===== config.mk =====
export PLATFORM = sky130hd
export DESIGN_NAME = insn_ctrl_decode
export DESIGN_NICKNAME = d
export VERILOG_FILES = /design/src/rtl/ctl_dec_pkg.sv /design/src/rtl/ctl_opclass.sv /design/src/rtl/ctl_signal_map.sv /design/src/rtl/insn_ctrl_decode.sv
export SDC_FILE = /design/constraint.sdc
export NUM_CORES = 1
export LEC_CHECK = 0
export BUFFER_PORTS_ARGS = -buffer_cell sky130_fd_sc_hd__buf_2
export CAP_MARGIN = 5
export CORE_AREA = 2 2 39 41
export DETAILED_ROUTE_END_ITERATION = 16
export DIE_AREA = 0 0 41 43
export GPL_TIMING_DRIVEN = 0
export PLACE_DENSITY = 0.65
export SLEW_MARGIN = 20
export SYNTH_ARGS = -nofsm -noshare
export SYNTH_HDL_FRONTEND = slang
export SYNTH_SLANG_ARGS = --single-unit

===== constraint.sdc =====
create_clock -name vclk -period 2.14
set_clock_uncertainty 0.2 [all_clocks]
set_input_delay 0.642 -clock vclk [all_inputs]
set_output_delay 0.642 -clock vclk [all_outputs]
set_load 0.01 [all_outputs]

===== src/rtl/ctl_dec_pkg.sv =====
package ctl_dec_pkg;

  localparam int INSN_W     = 32;
  localparam int COND_W     = 4;
  localparam int ALU_OP_W   = 2;
  localparam int IMM_KIND_W = 2;
  localparam int TOP_W      = 8;
  localparam int LDST_W     = 10;

  // Top-byte opcodes of the recognised 64-bit forms
  localparam logic [TOP_W-1:0] OPC_ADD_I   = 8'h91;
  localparam logic [TOP_W-1:0] OPC_SUB_I   = 8'hD1;
  localparam logic [TOP_W-1:0] OPC_ADDS_I  = 8'hB1;
  localparam logic [TOP_W-1:0] OPC_SUBS_I  = 8'hF1;
  localparam logic [TOP_W-1:0] OPC_AND_I   = 8'h92;
  localparam logic [TOP_W-1:0] OPC_ORR_I   = 8'hB2;
  localparam logic [TOP_W-1:0] OPC_ANDS_I  = 8'hF2;
  localparam logic [TOP_W-1:0] OPC_ADD_R   = 8'h8B;
  localparam logic [TOP_W-1:0] OPC_ADDS_R  = 8'hAB;
  localparam logic [TOP_W-1:0] OPC_SUB_R   = 8'hCB;
  localparam logic [TOP_W-1:0] OPC_SUBS_R  = 8'hEB;
  localparam logic [TOP_W-1:0] OPC_AND_R   = 8'h8A;
  localparam logic [TOP_W-1:0] OPC_ANDS_R  = 8'hEA;
  localparam logic [TOP_W-1:0] OPC_ORR_R   = 8'hAA;
  localparam logic [TOP_W-1:0] OPC_BCOND   = 8'h54;
  localparam logic [TOP_W-1:0] OPC_LDST_HI = 8'hF9;
  localparam logic [LDST_W-1:0] OPC_LOAD   = 10'h3E5;
  localparam logic [LDST_W-1:0] OPC_STORE  = 10'h3E4;

  typedef enum logic [ALU_OP_W-1:0] {
    ALU_ADD = 2'b00,
    ALU_SUB = 2'b01,
    ALU_AND = 2'b10,
    ALU_ORR = 2'b11
  } alu_op_e;

  typedef enum logic [IMM_KIND_W-1:0] {
    IMM_ARITH12 = 2'b00,
    IMM_BITMASK = 2'b01,
    IMM_LDST12  = 2'b10,
    IMM_BR19    = 2'b11
  } imm_kind_e;

  typedef enum logic [2:0] {
    CLS_NONE      = 3'd0,
    CLS_LOAD      = 3'd1,
    CLS_STORE     = 3'd2,
    CLS_ARITH_IMM = 3'd3,
    CLS_LOGIC_IMM = 3'd4,
    CLS_SHREG     = 3'd5,
    CLS_BCOND     = 3'd6
  } insn_cls_e;

  typedef struct packed {
    insn_cls_e cls;
    alu_op_e   op;
    logic      sets_flags;
  } insn_class_t;

  typedef struct packed {
    logic      rd_b_from_rt;
    logic      reg_wr;
    imm_kind_e imm_kind;
    logic      alu_src_imm;
    alu_op_e   alu_op;
    logic      mem_wr;
    logic      wb_from_mem;
    logic      flag_set;
    logic      branch;
  } ctl_word_t;

  localparam ctl_word_t CTL_IDLE = '{
    rd_b_from_rt: 1'b0, reg_wr: 1'b0, imm_kind: IMM_ARITH12,
    alu_src_imm: 1'b0, alu_op: ALU_ADD, mem_wr: 1'b0,
    wb_from_mem: 1'b0, flag_set: 1'b0, branch: 1'b0
  };

  localparam insn_class_t CLASS_NONE = '{cls: CLS_NONE, op: ALU_ADD, sets_flags: 1'b0};

  function automatic insn_class_t mk_class(insn_cls_e c, alu_op_e o, logic f);
    insn_class_t r;
    r.cls        = c;
    r.op         = o;
    r.sets_flags = f;
    return r;
  endfunction

endpackage


===== src/rtl/ctl_opclass.sv =====
module ctl_opclass
  import ctl_dec_pkg::*;
(
  input  logic [INSN_W-1:0] insn_i,
  output insn_class_t       class_o,
  output logic              hit_arith_imm_o,
  output logic              hit_logic_imm_o,
  output logic              hit_shreg_o,
  output logic              hit_ldst_o,
  output logic              hit_bcond_o
);

  logic [TOP_W-1:0]  top_byte;
  logic [LDST_W-1:0] ldst_key;
  logic              imm_form_ok;
  logic              shreg_form_ok;
  logic              bcond_form_ok;

  assign top_byte      = insn_i[INSN_W-1 -: TOP_W];
  assign ldst_key      = insn_i[INSN_W-1 -: LDST_W];
  assign imm_form_ok   = ~insn_i[23];
  assign shreg_form_ok = ~insn_i[21];
  assign bcond_form_ok = ~insn_i[4];

  always_comb begin
    class_o = CLASS_NONE;
    case (top_byte)
      OPC_ADD_I:   if (imm_form_ok)   class_o = mk_class(CLS_ARITH_IMM, ALU_ADD, 1'b0);
      OPC_SUB_I:   if (imm_form_ok)   class_o = mk_class(CLS_ARITH_IMM, ALU_SUB, 1'b0);
      OPC_ADDS_I:  if (imm_form_ok)   class_o = mk_class(CLS_ARITH_IMM, ALU_ADD, 1'b1);
      OPC_SUBS_I:  if (imm_form_ok)   class_o = mk_class(CLS_ARITH_IMM, ALU_SUB, 1'b1);
      OPC_AND_I:   if (imm_form_ok)   class_o = mk_class(CLS_LOGIC_IMM, ALU_AND, 1'b0);
      OPC_ORR_I:   if (imm_form_ok)   class_o = mk_class(CLS_LOGIC_IMM, ALU_ORR, 1'b0);
      OPC_ANDS_I:  if (imm_form_ok)   class_o = mk_class(CLS_LOGIC_IMM, ALU_AND, 1'b1);
      OPC_ADD_R:   if (shreg_form_ok) class_o = mk_class(CLS_SHREG, ALU_ADD, 1'b0);
      OPC_ADDS_R:  if (shreg_form_ok) class_o = mk_class(CLS_SHREG, ALU_ADD, 1'b1);
      OPC_SUB_R:   if (shreg_form_ok) class_o = mk_class(CLS_SHREG, ALU_SUB, 1'b0);
      OPC_SUBS_R:  if (shreg_form_ok) class_o = mk_class(CLS_SHREG, ALU_SUB, 1'b1);
      OPC_AND_R:   if (shreg_form_ok) class_o = mk_class(CLS_SHREG, ALU_AND, 1'b0);
      OPC_ANDS_R:  if (shreg_form_ok) class_o = mk_class(CLS_SHREG, ALU_AND, 1'b1);
      OPC_ORR_R:   if (shreg_form_ok) class_o = mk_class(CLS_SHREG, ALU_ORR, 1'b0);
      OPC_BCOND:   if (bcond_form_ok) class_o = mk_class(CLS_BCOND, ALU_ADD, 1'b0);
      OPC_LDST_HI: begin
        if (ldst_key == OPC_LOAD)       class_o = mk_class(CLS_LOAD, ALU_ADD, 1'b0);
        else if (ldst_key == OPC_STORE) class_o = mk_class(CLS_STORE, ALU_ADD, 1'b0);
      end
      default: class_o = CLASS_NONE;
    endcase
  end

  assign hit_arith_imm_o = (class_o.cls == CLS_ARITH_IMM);
  assign hit_logic_imm_o = (class_o.cls == CLS_LOGIC_IMM);
  assign hit_shreg_o     = (class_o.cls == CLS_SHREG);
  assign hit_ldst_o      = (class_o.cls == CLS_LOAD) || (class_o.cls == CLS_STORE);
  assign hit_bcond_o     = (class_o.cls == CLS_BCOND);

endmodule


===== src/rtl/ctl_signal_map.sv =====
module ctl_signal_map
  import ctl_dec_pkg::*;
(
  input  insn_class_t class_i,
  output ctl_word_t   ctl_o
);

  always_comb begin
    ctl_o = CTL_IDLE;
    case (class_i.cls)
      CLS_LOAD: begin
        ctl_o.reg_wr      = 1'b1;
        ctl_o.imm_kind    = IMM_LDST12;
        ctl_o.alu_src_imm = 1'b1;
        ctl_o.alu_op      = ALU_ADD;
        ctl_o.wb_from_mem = 1'b1;
      end
      CLS_STORE: begin
        ctl_o.rd_b_from_rt = 1'b1;
        ctl_o.imm_kind     = IMM_LDST12;
        ctl_o.alu_src_imm  = 1'b1;
        ctl_o.alu_op       = ALU_ADD;
        ctl_o.mem_wr       = 1'b1;
      end
      CLS_ARITH_IMM: begin
        ctl_o.reg_wr      = 1'b1;
        ctl_o.imm_kind    = IMM_ARITH12;
        ctl_o.alu_src_imm = 1'b1;
        ctl_o.alu_op      = class_i.op;
        ctl_o.flag_set    = class_i.sets_flags;
      end
      CLS_LOGIC_IMM: begin
        ctl_o.reg_wr      = 1'b1;
        ctl_o.imm_kind    = IMM_BITMASK;
        ctl_o.alu_src_imm = 1'b1;
        ctl_o.alu_op      = class_i.op;
        ctl_o.flag_set    = class_i.sets_flags;
      end
      CLS_SHREG: begin
        ctl_o.reg_wr   = 1'b1;
        ctl_o.alu_op   = class_i.op;
        ctl_o.flag_set = class_i.sets_flags;
      end
      CLS_BCOND: begin
        ctl_o.imm_kind = IMM_BR19;
        ctl_o.branch   = 1'b1;
      end
      default: ctl_o = CTL_IDLE;
    endcase
  end

endmodule


===== src/rtl/insn_ctrl_decode.sv =====
module insn_ctrl_decode
  import ctl_dec_pkg::*;
(
  input  logic [INSN_W-1:0]     insn_i,
  output logic                  rd_b_from_rt_o,
  output logic                  reg_wr_o,
  output logic [IMM_KIND_W-1:0] imm_kind_o,
  output logic                  alu_src_imm_o,
  output logic [ALU_OP_W-1:0]   alu_op_o,
  output logic                  mem_wr_o,
  output logic                  wb_from_mem_o,
  output logic                  flag_set_o,
  output logic                  branch_o,
  output logic [COND_W-1:0]     cond_o
);

  insn_class_t cls_w;
  ctl_word_t   ctl_w;
  logic        hit_arith_imm;
  logic        hit_logic_imm;
  logic        hit_shreg;
  logic        hit_ldst;
  logic        hit_bcond;

  ctl_opclass u_class (
    .insn_i          (insn_i),
    .class_o         (cls_w),
    .hit_arith_imm_o (hit_arith_imm),
    .hit_logic_imm_o (hit_logic_imm),
    .hit_shreg_o     (hit_shreg),
    .hit_ldst_o      (hit_ldst),
    .hit_bcond_o     (hit_bcond)
  );

  ctl_signal_map u_map (
    .class_i (cls_w),
    .ctl_o   (ctl_w)
  );

  assign rd_b_from_rt_o = ctl_w.rd_b_from_rt;
  assign reg_wr_o       = ctl_w.reg_wr;
  assign imm_kind_o     = ctl_w.imm_kind;
  assign alu_src_imm_o  = ctl_w.alu_src_imm;
  assign alu_op_o       = ctl_w.alu_op;
  assign mem_wr_o       = ctl_w.mem_wr;
  assign wb_from_mem_o  = ctl_w.wb_from_mem;
  assign flag_set_o     = ctl_w.flag_set;
  assign branch_o       = ctl_w.branch;
  assign cond_o         = insn_i[COND_W-1:0];

endmodule


### Word-level counts from Yosys, hierarchy flattened

Cells that the tools add are included.

* eq/ne operators: 24
* muxes and demuxes: 26
* reduce and logical (&&, ||, !) cells: 4

Operator list (count)
* == test 8 bit (second input constant): 15
* one-hot mux 6 bit (16 select lines): 1
* 2-to-1 mux 6 bit: 12
* 2-to-1 mux 5 bit: 5
* == test 10 bit (second input constant): 2
* == test 3 bit (second input constant): 3
* == test 8 x 7 -> 1 bit (second input constant): 1
* OR reduction 4 bit: 2
* == test 3 x 2 -> 1 bit (second input constant): 2
* 2-to-1 mux 1 bit: 6
* one-hot mux 2 bit (3 select lines): 1
* == test 3 x 1 -> 1 bit (second input constant): 1
* OR reduction 3 bit: 1
* 2-to-1 mux 2 bit: 1
* OR reduction 2 bit: 1

* flip-flop bits (word level): 0
* word-level logic and storage cells: 54

### Depth between registers and ports, before layout

Gate-level depths: netlist (run 1).

* word-level depth: 7
* gate-level depth with buffers: 5
* depth with buffers taken out: 4

### Hierarchy

From an unflattened synthesis (run 1), not the netlist that was laid out.

* cell total of the unflattened synthesis: 59
* area, all modules: 430.4 um^2

By module, submodules not included
* ctl_opclass: instances 1, cells each 38, area each 280.3 um^2, seq. area each 0.0 um^2
* ctl_signal_map: instances 1, cells each 17, area each 120.1 um^2, seq. area each 0.0 um^2
* insn_ctrl_decode: instances 1, cells each 4, area each 30.0 um^2, seq. area each 0.0 um^2

### Worst setup path after synthesis (run 1)

OpenSTA, ideal clock, no wires.

* path type: input-to-output
* from: in insn_i[26]
* to: out rd_b_from_rt_o
* arrival: 1626 ps
* data required time: 1298 ps
* slack: -328 ps
* stages on the path: 3
* path buffers: 1
* cell sequence: nand4b_1 > nor4_1 > buf_4

* word-level cells in the longest chain between the ends: 6

Ends and longest elaborated chain
* start: declaration: RTL line insn_ctrl_decode.sv:4 `input logic [INSN_W-1:0] insn_i,`
* == test 10 bit: RTL line ctl_opclass.sv:45 `else if (ldst_key == OPC_STORE) class_o = mk_class(CLS_STORE, ALU_ADD, 1'b0);`
* 2-to-1 mux 5 bit: RTL line ctl_opclass.sv:45
* 2-to-1 mux 6 bit: RTL line ctl_opclass.sv:44 `if (ldst_key == OPC_LOAD) class_o = mk_class(CLS_LOAD, ALU_ADD, 1'b0);`
* one-hot mux 6 bit (16 select lines) *: RTL line ctl_opclass.sv:27 `case (top_byte)`
* == test 3 x 2 -> 1 bit *
* 2-to-1 mux 1 bit *
* end: declaration: RTL line insn_ctrl_decode.sv:5 `output logic rd_b_from_rt_o,`

Mark *: on every way between the ends. The rest lies on a longest branch, timed or not.

### Worst setup path after layout (run 1)

* from: in insn_i[27]
* to: out alu_op_o[1]

* word-level cells in the longest chain between the ends: 7

Ends and longest elaborated chain
* == test 10 bit: RTL line ctl_opclass.sv:45
* 2-to-1 mux 5 bit: RTL line ctl_opclass.sv:45
* 2-to-1 mux 6 bit: RTL line ctl_opclass.sv:44
* one-hot mux 6 bit (16 select lines) *: RTL line ctl_opclass.sv:27
* == test 3 x 2 -> 1 bit / == test 3 bit (equally long branches): RTL line ctl_signal_map.sv:10 `case (class_i.cls)`
* OR reduction 3 bit (no line)
* 2-to-1 mux 2 bit *: RTL line ctl_signal_map.sv:10
* end: declaration: RTL line insn_ctrl_decode.sv:9 `output logic [ALU_OP_W-1:0] alu_op_o,`

Marks and branches as above.

==> key figures, run 1 <==
Power
  • Leak Pwr: 0.362 nW
  • Pwr Density: 126 mW/mm²
  • VDD IR max: 68.8 µV

Placed design
  • Placed instance area: 514 µm²
  • Global placement routability congestion: 0.807
  • # placed instances: 88
  • DP HPWL: 773 µm
  • Count of input and output buffers: 26

Global routing
  • Grt total ovfl: 0
  • Largest net degree at the start of global routing: 9
  • Overall Global Routing Usage: 0.148
  • Number of global-route vias before repair: 465
  • First-pass GRT wire length: 1.91 mm
  • Initial antenna violation count: 0

Die
  • Die Span X: 41 µm
  • Vert. Die Dim: 43 µm
  • Initial core utilization: 0.224
  • Boundary Pins: 47
  • # rows: 14
  • Die footprint: 0.00176 mm²
  • Core area: 0.00138 mm²

Worst hold path
  • HP Class: in2out
  • Hold_sp: insn_i[1]

Layout
  • Nets@finish: 116
  • Non-Filler Instances: 98
  • Sequential Area: 0 µm²
  • # clk buffers: 0
  • Area occupied by multi-input gates: 365 µm²
  • Layout area overhead: 132%
  • Filler cells: 140
  • Final instance area: 721 µm²
  • # diodes: 0
  • Fraction of layout cells with a size suffix above 1: 0.732
  • FF+latch count: 0

STA
  • Final Hold Fails: 0
  • Ratio of final minimum period to clock period: 1.19
  • Worst slew pin tran: 0.311 ns
  • Normalized max-slew margin: 0.791
  • Pins Over Slew Limit: 0
  • Final setup fails: 11
  • Worst setup margin: -0.409 ns
  • Fin Setup TNS: -2.93 ns
  • RSZ-0062 raised after global routing: true
  • Crit path time final: 2.55 ns
  • Max Clk Rate: 0.392 GHz

Worst setup path
  • Critical Path Slowest Stage Cell: or3b_4
  • Crit. Startpoint: insn_i[27]
  • CP Launch Type: primary input
  • Worst Path Arrival: 1.71 ns
  • Required @ worst endpoint: 1.30 ns
  • Cell family with most CP delay: simple AND/OR/NAND/NOR gates
  • Buf+Inv Stages, Crit Path: 3
  • Crit-path max FO: 5
  • CP Cell Sequence: buf_8 -> or3b_4 -> nor3_4 -> buf_4 -> nor2_2 -> nor2_2 -> buf_2
  • Largest stage delay, worst path: 0.41 ns
  • Crit Path Class: in2out
  • Most used cell, CP: nor2_2
  • Crit. End Element: output pin

Synth
  • Mean area per synthesized cell: 6.75 µm²
  • Top cell type's share of synthesized area: 0.121
  • Most common cell in the netlist: buf_4
  • Synth cell count leaders: buf_4 (5), nor2_1 (4), nor3_1 (4)
  • Synth Instances: 46
  • Synth area leader: buf_4
  • Yosys Warn Count: 0
  • Synth area leaders: buf_4 (12%), nand4b_1 (8.5%), nor3_1 (6.5%)
  • Cell variety after synth: 27
  • Sequential share of the synthesized area: 0
  • Syn_nets: 78
  • Synthesized area: 310 µm²

Detailed routing
  • Met3 wire len: 93 µm
  • Antenna-violating nets left: 0
  • Initial DRC Count: 11
  • Max Used Layer: met3
  • Wl on met1: 396 µm
  • Wire length on met2: 683 µm
  • Vias per inst: 5.06
  • DRT Pass-1 Iters: 4
  • Total wire length: 1.17 mm
  • DRC Markers: 0
  • Avg WL per Cell: 12.0 µm
  • Via count: 496

Run status
  • Failing checks: setup timing
  • Status: finished, violations left

Clock network
  • Post-CTS Hold Fix Bufs: 0

Job
  • Max Cap Viol: 0
-- metal layers --
layer / GRT usage / up-vias
met3: 0.0157 / 0
met1: 0.163 / 235
met4: 0.00667 / 0
met2: 0.291 / 21
met5: 0 / -
li1: - / 240
-- report_power, final --
group,switching [W],internal [W]
clock,0,0
sequential,0,0
combinational,0.0000389,0.0000517
-- cell type report --
type	count	share of cell area
multi-input combinational	38	0.507
tap	16	0.0278
timing repair buffer	36	0.387
inverter	2	0.0104
buffer	6	0.0677
-- path summary, 6_finish.rpt --
path,to,slack [ns],cells after the start
worst max-delay path,alu_op_o[1],-0.41,7
worst min-delay path,cond_o[1],1.27,2
-- cells by family after synthesis --
kind of cell,Yosys count,share of synthesized area
AND/OR/NAND/NOR,26,0.569
AO/OA/AOI/OAI,11,0.218
buffers and inverters,8,0.181
multiplexers,1,0.0323
-- timing repair --
item                       CTS  global route
buffers inserted             8             2
resized for setup           29             3
hold endpoints to repair     0             0
setup endpoints to repair   11            11
gates cloned                 0             0
pin swaps                   12             2
-- per-stage QoR --
| step | utilization | power [W] | setup slack (ns) | hold WS [ns] |
|---|---|---|---|---|
| 2_1_floorplan | - | 0.0000317 | -0.237 | 1.11 |
| 3_3_place_gp | 0.372 | 0.0000571 | -0.496 | 1.27 |
| 3_5_place_dp | 0.372 | 0.0000575 | -0.492 | 1.27 |
| 4_1_cts | 0.500 | 0.0000846 | -0.379 | 1.27 |
| 5_1_grt | 0.521 | 0.0000962 | -0.506 | 1.27 |
| 6_report | 0.521 | 0.0000906 | -0.409 | 1.27 |
-- cells in the final DEF, fill, tap and decap left out, types with 2 or more instances in the layout --
cell,netlist,layout
nor3_4,0,3
nor2_1,4,2
and2_1,2,2
buf_6,1,8
inv_1,2,2
a21oi_1,3,2
nor2_2,0,2
o21ai_1,1,2
buf_2,0,18
nand4b_1,3,3
buf_8,0,2
buf_4,5,13
No activity file was read; power rests on OpenSTA's default activity.
==> run 2, diff against run 1 <==
==> constraint.sdc (replaced) <==
create_clock -name vclk -period 2.14
set_clock_uncertainty 0.2 [all_clocks]
set_input_delay 0.321 -clock vclk [all_inputs]
set_output_delay 0.321 -clock vclk [all_outputs]
set_load 0.01 [all_outputs]
==> key figures, run 2 (same netlist as run 1, synthesis figures left out) <==
Die
  • # rows: 14 (unchanged)
  • Vert. Die Dim: 43 µm (unchanged)
  • Boundary Pins: 47 (unchanged)
  • Die footprint: 0.00176 mm² (unchanged)
  • Initial core utilization: 0.224 (unchanged)
  • Core area: 0.00138 mm² (unchanged)
  • Die Span X: 41 µm (unchanged)

Power
  • Final Total Pwr: 0.0000516 W (-43%)
  • Leak Pwr: 0.244 nW (-33%)
  • VDD IR max: 45.9 µV (-33%)
  • Pwr Density: 112 mW/mm² (-11%)
  • Net switching power: 0.0000253 W (-35%)
  • Gate power share: 1.000 (about the same)
  • Sequential share of power: 0 (unchanged)
  • Clock share of power: 0 (unchanged)
  • Sw Share: 0.490 (+0.0611)
  • Internal power: 0.0000263 W (-49%)

Layout
  • Filler cells: 164 (+17%)
  • Nets@finish: 106 (-8.6%)
  • # clk buffers: 0 (unchanged)
  • Fraction of layout cells with a size suffix above 1: 0.500 (-0.232)
  • FF+latch count: 0 (unchanged)
  • # diodes: 0 (unchanged)
  • Layout area overhead: 48.4%
  • Sequential Area: 0 µm² (unchanged)
  • Commonest non-fill, non-tap cell in the layout: buf_2
  • Most frequent cells in the layout: buf_2 (26), buf_4 (5), nor2_1 (4), nor3_1 (4)

STA
  • Fin Setup TNS: 0 ns (+2.93 ns)
  • Final setup fails: 0 (-11)
  • Normalized max-slew margin: 0.749 (-0.0418)
  • RSZ-0062 raised after global routing: false
  • Pins Over Slew Limit: 0 (unchanged)
  • Worst setup margin: 0.123 ns (+0.532 ns)
  • Final Hold Fails: 0 (unchanged)
  • Crit path time final: 2.02 ns (-0.532 ns)
  • Max Clk Rate: 0.496 GHz (+26%)
  • Ratio of final minimum period to clock period: 0.943 (-0.248)
  • Worst slew pin tran: 0.374 ns (+0.0624 ns)

Worst setup path
  • Crit. End Element: output pin
  • Crit Path Class: in2out
  • CP Launch Type: primary input
  • Required @ worst endpoint: 1.62 ns (+0.32 ns)
  • Worst Path Arrival: 1.50 ns (-0.21 ns)
  • Crit-path max FO: 5 (unchanged)

Detailed routing
  • Antenna-violating nets left: 0 (unchanged)
  • DRT Pass-1 Iters: 2 (-2)
  • Total wire length: 855 µm (-27%)
  • Initial DRC Count: 7 (-4)
  • Avg WL per Cell: 9.72 µm (-19%)
  • DRC Markers: 0 (unchanged)
  • Vias per inst: 4.80 (-5.3%)
  • Via count: 422 (-15%)

Clock network
  • Post-CTS Hold Fix Bufs: 0 (unchanged)
  • Setup Fix Bufs, Post-CTS: 0 (-8)
  • Resized Gates After CTS: 0 (-100%)

Placed design
  • DP HPWL: 728 µm (-5.7%)
  • Global placement routability congestion: 0.797 (-1.2%)
  • Place WS: 0.136 ns (+0.628 ns)
  • Count of input and output buffers: 26 (unchanged)

Worst hold path
  • HP Class: in2out
  • Hold path depth: 2 (unchanged)
  • Worst Hold Path EP: cond_o[1]
  • Hold_sp: insn_i[1]

Job
  • Max Cap Viol: 0 (unchanged)

Global routing
  • Number of global-route vias before repair: 312 (-33%)
  • Initial antenna violation count: 0 (unchanged)
  • First-pass GRT wire length: 1.21 mm (-36%)
  • Largest net degree at the start of global routing: 9 (unchanged)
  • Overall Global Routing Usage: 0.0899 (-0.0584)
  • Grt total ovfl: 0 (unchanged)

Run status
  • Status: finished clean
## run 2: power groups by stage
stage	clock [W]	combinational, W	sequential (W)
4_1_cts	0	0.0000515	0
6_report	0	0.0000516	0
3_3_place_gp	0	0.0000506	0
5_1_grt	0	0.0000564	0
3_5_place_dp	0	0.0000513	0
2_1_floorplan	0	0.0000270	0
## run 2: per-stage QoR
stage                     instance area [µm²]  hold WS, ns  cells   util
after floorplan                           310        0.486     46      -
after global placement                    460        0.626     88  0.333
after detailed placement                  460        0.626     88  0.333
after CTS                                 460        0.626     88  0.333
after global routing                      460        0.629     88  0.333
final                                     460        0.625     88  0.333
## run 2: layout make-up
class              count  area [µm²]  share of cell area
well taps             16        20.0              0.0435
plain buffers          6        48.8               0.106
repair buffers        26         130               0.283
multi-input cells     38         254               0.552
inverters              2        7.51              0.0163
## run 2: how the worst max path moves through the flow
stage,from,to,depth (start not counted)
CTS,insn_i[26],alu_op_o[0],6
global route,insn_i[26],alu_op_o[0],6
global placement,insn_i[24],alu_op_o[0],6
finish,insn_i[26],alu_op_o[0],6
floorplan,insn_i[26],rd_b_from_rt_o,3
detailed placement,insn_i[26],alu_op_o[0],6
## run 2: layer usage
metal,share of wire,global-route usage
met4,0,0.0133
met1,0.45,0.142
met3,0.13,0.0105
met5,0,0
met2,0.41,0.128
## run 2: critical path, cell delays in order
cell and delay (ns):
buf_2 0.11, nand3b_2 0.25, nor3_1 0.37, a21oi_1 0.15, mux2i_1 0.15, buf_2 0.15
==> run 3, diff against run 2 <==
ABC_AREA = 1   (was default)
CORE_AREA = 2 2 41 43   (was 2 2 39 41)
DIE_AREA = 0 0 43 45   (was 0 0 41 43)
PLACE_DENSITY = 0.72   (was 0.65)
==> key figures, run 3 <==
Layout
  • Commonest non-fill, non-tap cell in the layout: buf_2
  • Nets@finish: 163 (+54%)
  • Layout area overhead: 32.9%
  • # diodes: 0 (unchanged)
  • Filler cells: 172 (+4.9%)
  • Fraction of layout cells with a size suffix above 1: 0.326 (-0.174)
  • FF+latch count: 0 (unchanged)
  • Most frequent cells in the layout: buf_2 (27), nand2_1 (26), nor2_1 (20), inv_1 (17), nand3_1 (14)
  • Final instance area: 627 µm² (+36%)
  • Sequential Area: 0 µm² (unchanged)
  • # clk buffers: 0 (unchanged)

Run status
  • Status: finished clean

Power
  • VDD IR max: 68.0 µV (+48%)
  • Clock share of power: 0 (unchanged)
  • Pwr Density: 107 mW/mm² (-4.5%)
  • Internal power: 0.0000263 W (+0.14%)
  • Sw Share: 0.607 (+0.117)
  • Gate power share: 1.000 (about the same)
  • Leak Pwr: 0.434 nW (+78%)
  • Sequential share of power: 0 (unchanged)
  • Net switching power: 0.0000407 W (+61%)

Worst setup path
  • Crit. End Element: output pin
  • Crit Path Class: in2out
  • Most used cell, CP: nand2_1
  • Largest stage delay, worst path: 0.20 ns (-0.17 ns)
  • CP Launch Type: primary input
  • Buf+Inv Stages, Crit Path: 3 (+1)
  • Worst Path Arrival: 1.36 ns (-0.14 ns)
  • Cell family with most CP delay: simple AND/OR/NAND/NOR gates
  • Critical Path Slowest Stage Cell: nand3b_1
  • Crit-path max FO: 5 (unchanged)
  • Crit. Startpoint: insn_i[29]
  • Required @ worst endpoint: 1.62 ns (about the same)
  • CP Cell Sequence: buf_2 -> inv_1 -> nand2_1 -> nor2_1 -> nand3b_1 -> nand2_1 -> nor2_1 -> nand2_1 -> nand2_1 -> nand2_1 -> buf_2

Synth
  • Sequential share of the synthesized area: 0 (unchanged)
  • Synth Instances: 102 (+120%)
  • Synth area leader: nand2_1
  • Synthesized area: 472 µm² (+52%)
  • Yosys Warn Count: 0 (unchanged)
  • Syn_nets: 134 (+72%)
  • Top cell type's share of synthesized area: 0.207 (+0.0859)
  • Mean area per synthesized cell: 4.62 µm² (-31%)
  • Synth cell count leaders: nand2_1 (26), nor2_1 (20), inv_1 (17)
  • Synth area leaders: nand2_1 (21%), nor2_1 (16%), nand3_1 (15%)
  • Most common cell in the netlist: nand2_1
  • Cell variety after synth: 16 (-41%)

Clock network
  • Setup Fix Bufs, Post-CTS: 0 (unchanged)
  • Resized Gates After CTS: 0 (unchanged)
  • Post-CTS Hold Fix Bufs: 0 (unchanged)

Die
  • Die Span X: 43 µm (+4.9%)
  • Core area: 0.00147 mm² (+6.3%)
  • # rows: 14 (unchanged)
  • Boundary Pins: 47 (unchanged)
  • Vert. Die Dim: 45 µm (+4.7%)
  • Initial core utilization: 0.321 (+0.0963)
  • Die footprint: 0.00194 mm² (+9.8%)

Placed design
  • Place WS: 0.271 ns (+0.135 ns)
  • Placed instance area: 627 µm² (+36%)
  • Global placement routability congestion: 0.935 (+17%)
  • DP HPWL: 1.17 mm (+61%)
  • Count of input and output buffers: 27 (+3.8%)

STA
  • Crit path time final: 1.88 ns (-0.133 ns)
  • Final hold slack: 0.626 ns (+0.00175 ns)
  • Fin Setup TNS: 0 ns (unchanged)
  • Ratio of final minimum period to clock period: 0.881 (-0.0620)
  • Worst setup margin: 0.256 ns (+0.133 ns)
  • Max Clk Rate: 0.531 GHz (+7.0%)
  • Final Hold Fails: 0 (unchanged)
  • Normalized max-slew margin: 0.838 (+0.0888)
  • Pins Over Slew Limit: 0 (unchanged)
  • RSZ-0062 raised after global routing: false
  • Final setup fails: 0 (unchanged)
  • Worst slew pin tran: 0.243 ns (-0.131 ns)

Global routing
  • Overall Global Routing Usage: 0.137 (+0.0473)
  • Grt total ovfl: 0 (unchanged)
  • Largest net degree at the start of global routing: 7 (-2)
  • First-pass GRT wire length: 2.17 mm (+78%)
  • Number of global-route vias before repair: 564 (+81%)
  • Initial antenna violation count: 0 (unchanged)

Detailed routing
  • Total wire length: 1.36 mm (+59%)
  • Avg WL per Cell: 9.39 µm (-3.4%)
  • Initial DRC Count: 22 (+15)
  • Antenna-violating nets left: 0 (unchanged)
  • Vias per inst: 4.83 (+0.67%)
  • DRT Pass-1 Iters: 5 (+3)
  • DRC Markers: 0 (unchanged)
  • Via count: 700 (+66%)

Job
  • Max Cap Viol: 0 (unchanged)

Worst hold path
  • Hold_sp: insn_i[1]
  • HP Class: in2out
[run 3: cell count changes in the layout (fill, tap and decap cells not counted), sizes merged, moves of 2 or more]
cell | previous run | this run
nand2 | 0 | 29
nor2 | 4 | 24
inv | 2 | 19
nand3 | 0 | 14
nor3 | 5 | 1
nand4 | 0 | 3
nand4b | 3 | 0
and2 | 2 | 0
nor3b | 2 | 0
nor4 | 2 | 0
o21ai | 3 | 1
[run 3: metal layers]
| layer | vias up | part of all wire | GRT usage |
|---|---|---|---|
| met2 | 27 | 0.51 | 0.294 |
| li1 | 367 | - | - |
| met4 | 0 | 0 | 0 |
| met1 | 306 | 0.41 | 0.157 |
| met3 | 0 | 0.079 | 0.00800 |
| met5 | - | 0 | 0 |
[run 3: kinds of logic (layout without fill, tap and decap cells)]
group           after synthesis  in the layout  share of synthesized area
compound gates                4              4                     0.0424
buf+inv                      25             52                      0.239
simple gates                 73             73                      0.719
[run 3: stage by stage]
step / utilization / instances / power (W)
floorplan: - / 102 / 0.0000388
global placement: 0.426 / 145 / 0.0000651
detailed placement: 0.426 / 145 / 0.0000664
CTS: 0.426 / 145 / 0.0000667
global route: 0.426 / 145 / 0.0000742
finish: 0.426 / 145 / 0.0000670
[run 3: cell type report]
cell class	instances	area, µm²	area share
buffer	5	37.5	0.0599
multi-input combinational	77	359	0.573
tap	16	20.0	0.0319
timing repair buffer	27	135	0.216
inverter	20	75.1	0.120
[run 3: worst paths after layout]
| kind | end | slack [ns] | cells after the start |
|---|---|---|---|
| max | reg_wr_o | 0.26 | 11 |
| min | cond_o[1] | 0.63 | 2 |
[run 3: power groups by stage]
stage	clock network [W]	registers [W]	logic, W
4_1_cts	0	0	0.0000667
6_report	0	0	0.0000670
3_3_place_gp	0	0	0.0000651
5_1_grt	0	0	0.0000742
2_1_floorplan	0	0	0.0000388
3_5_place_dp	0	0	0.0000664
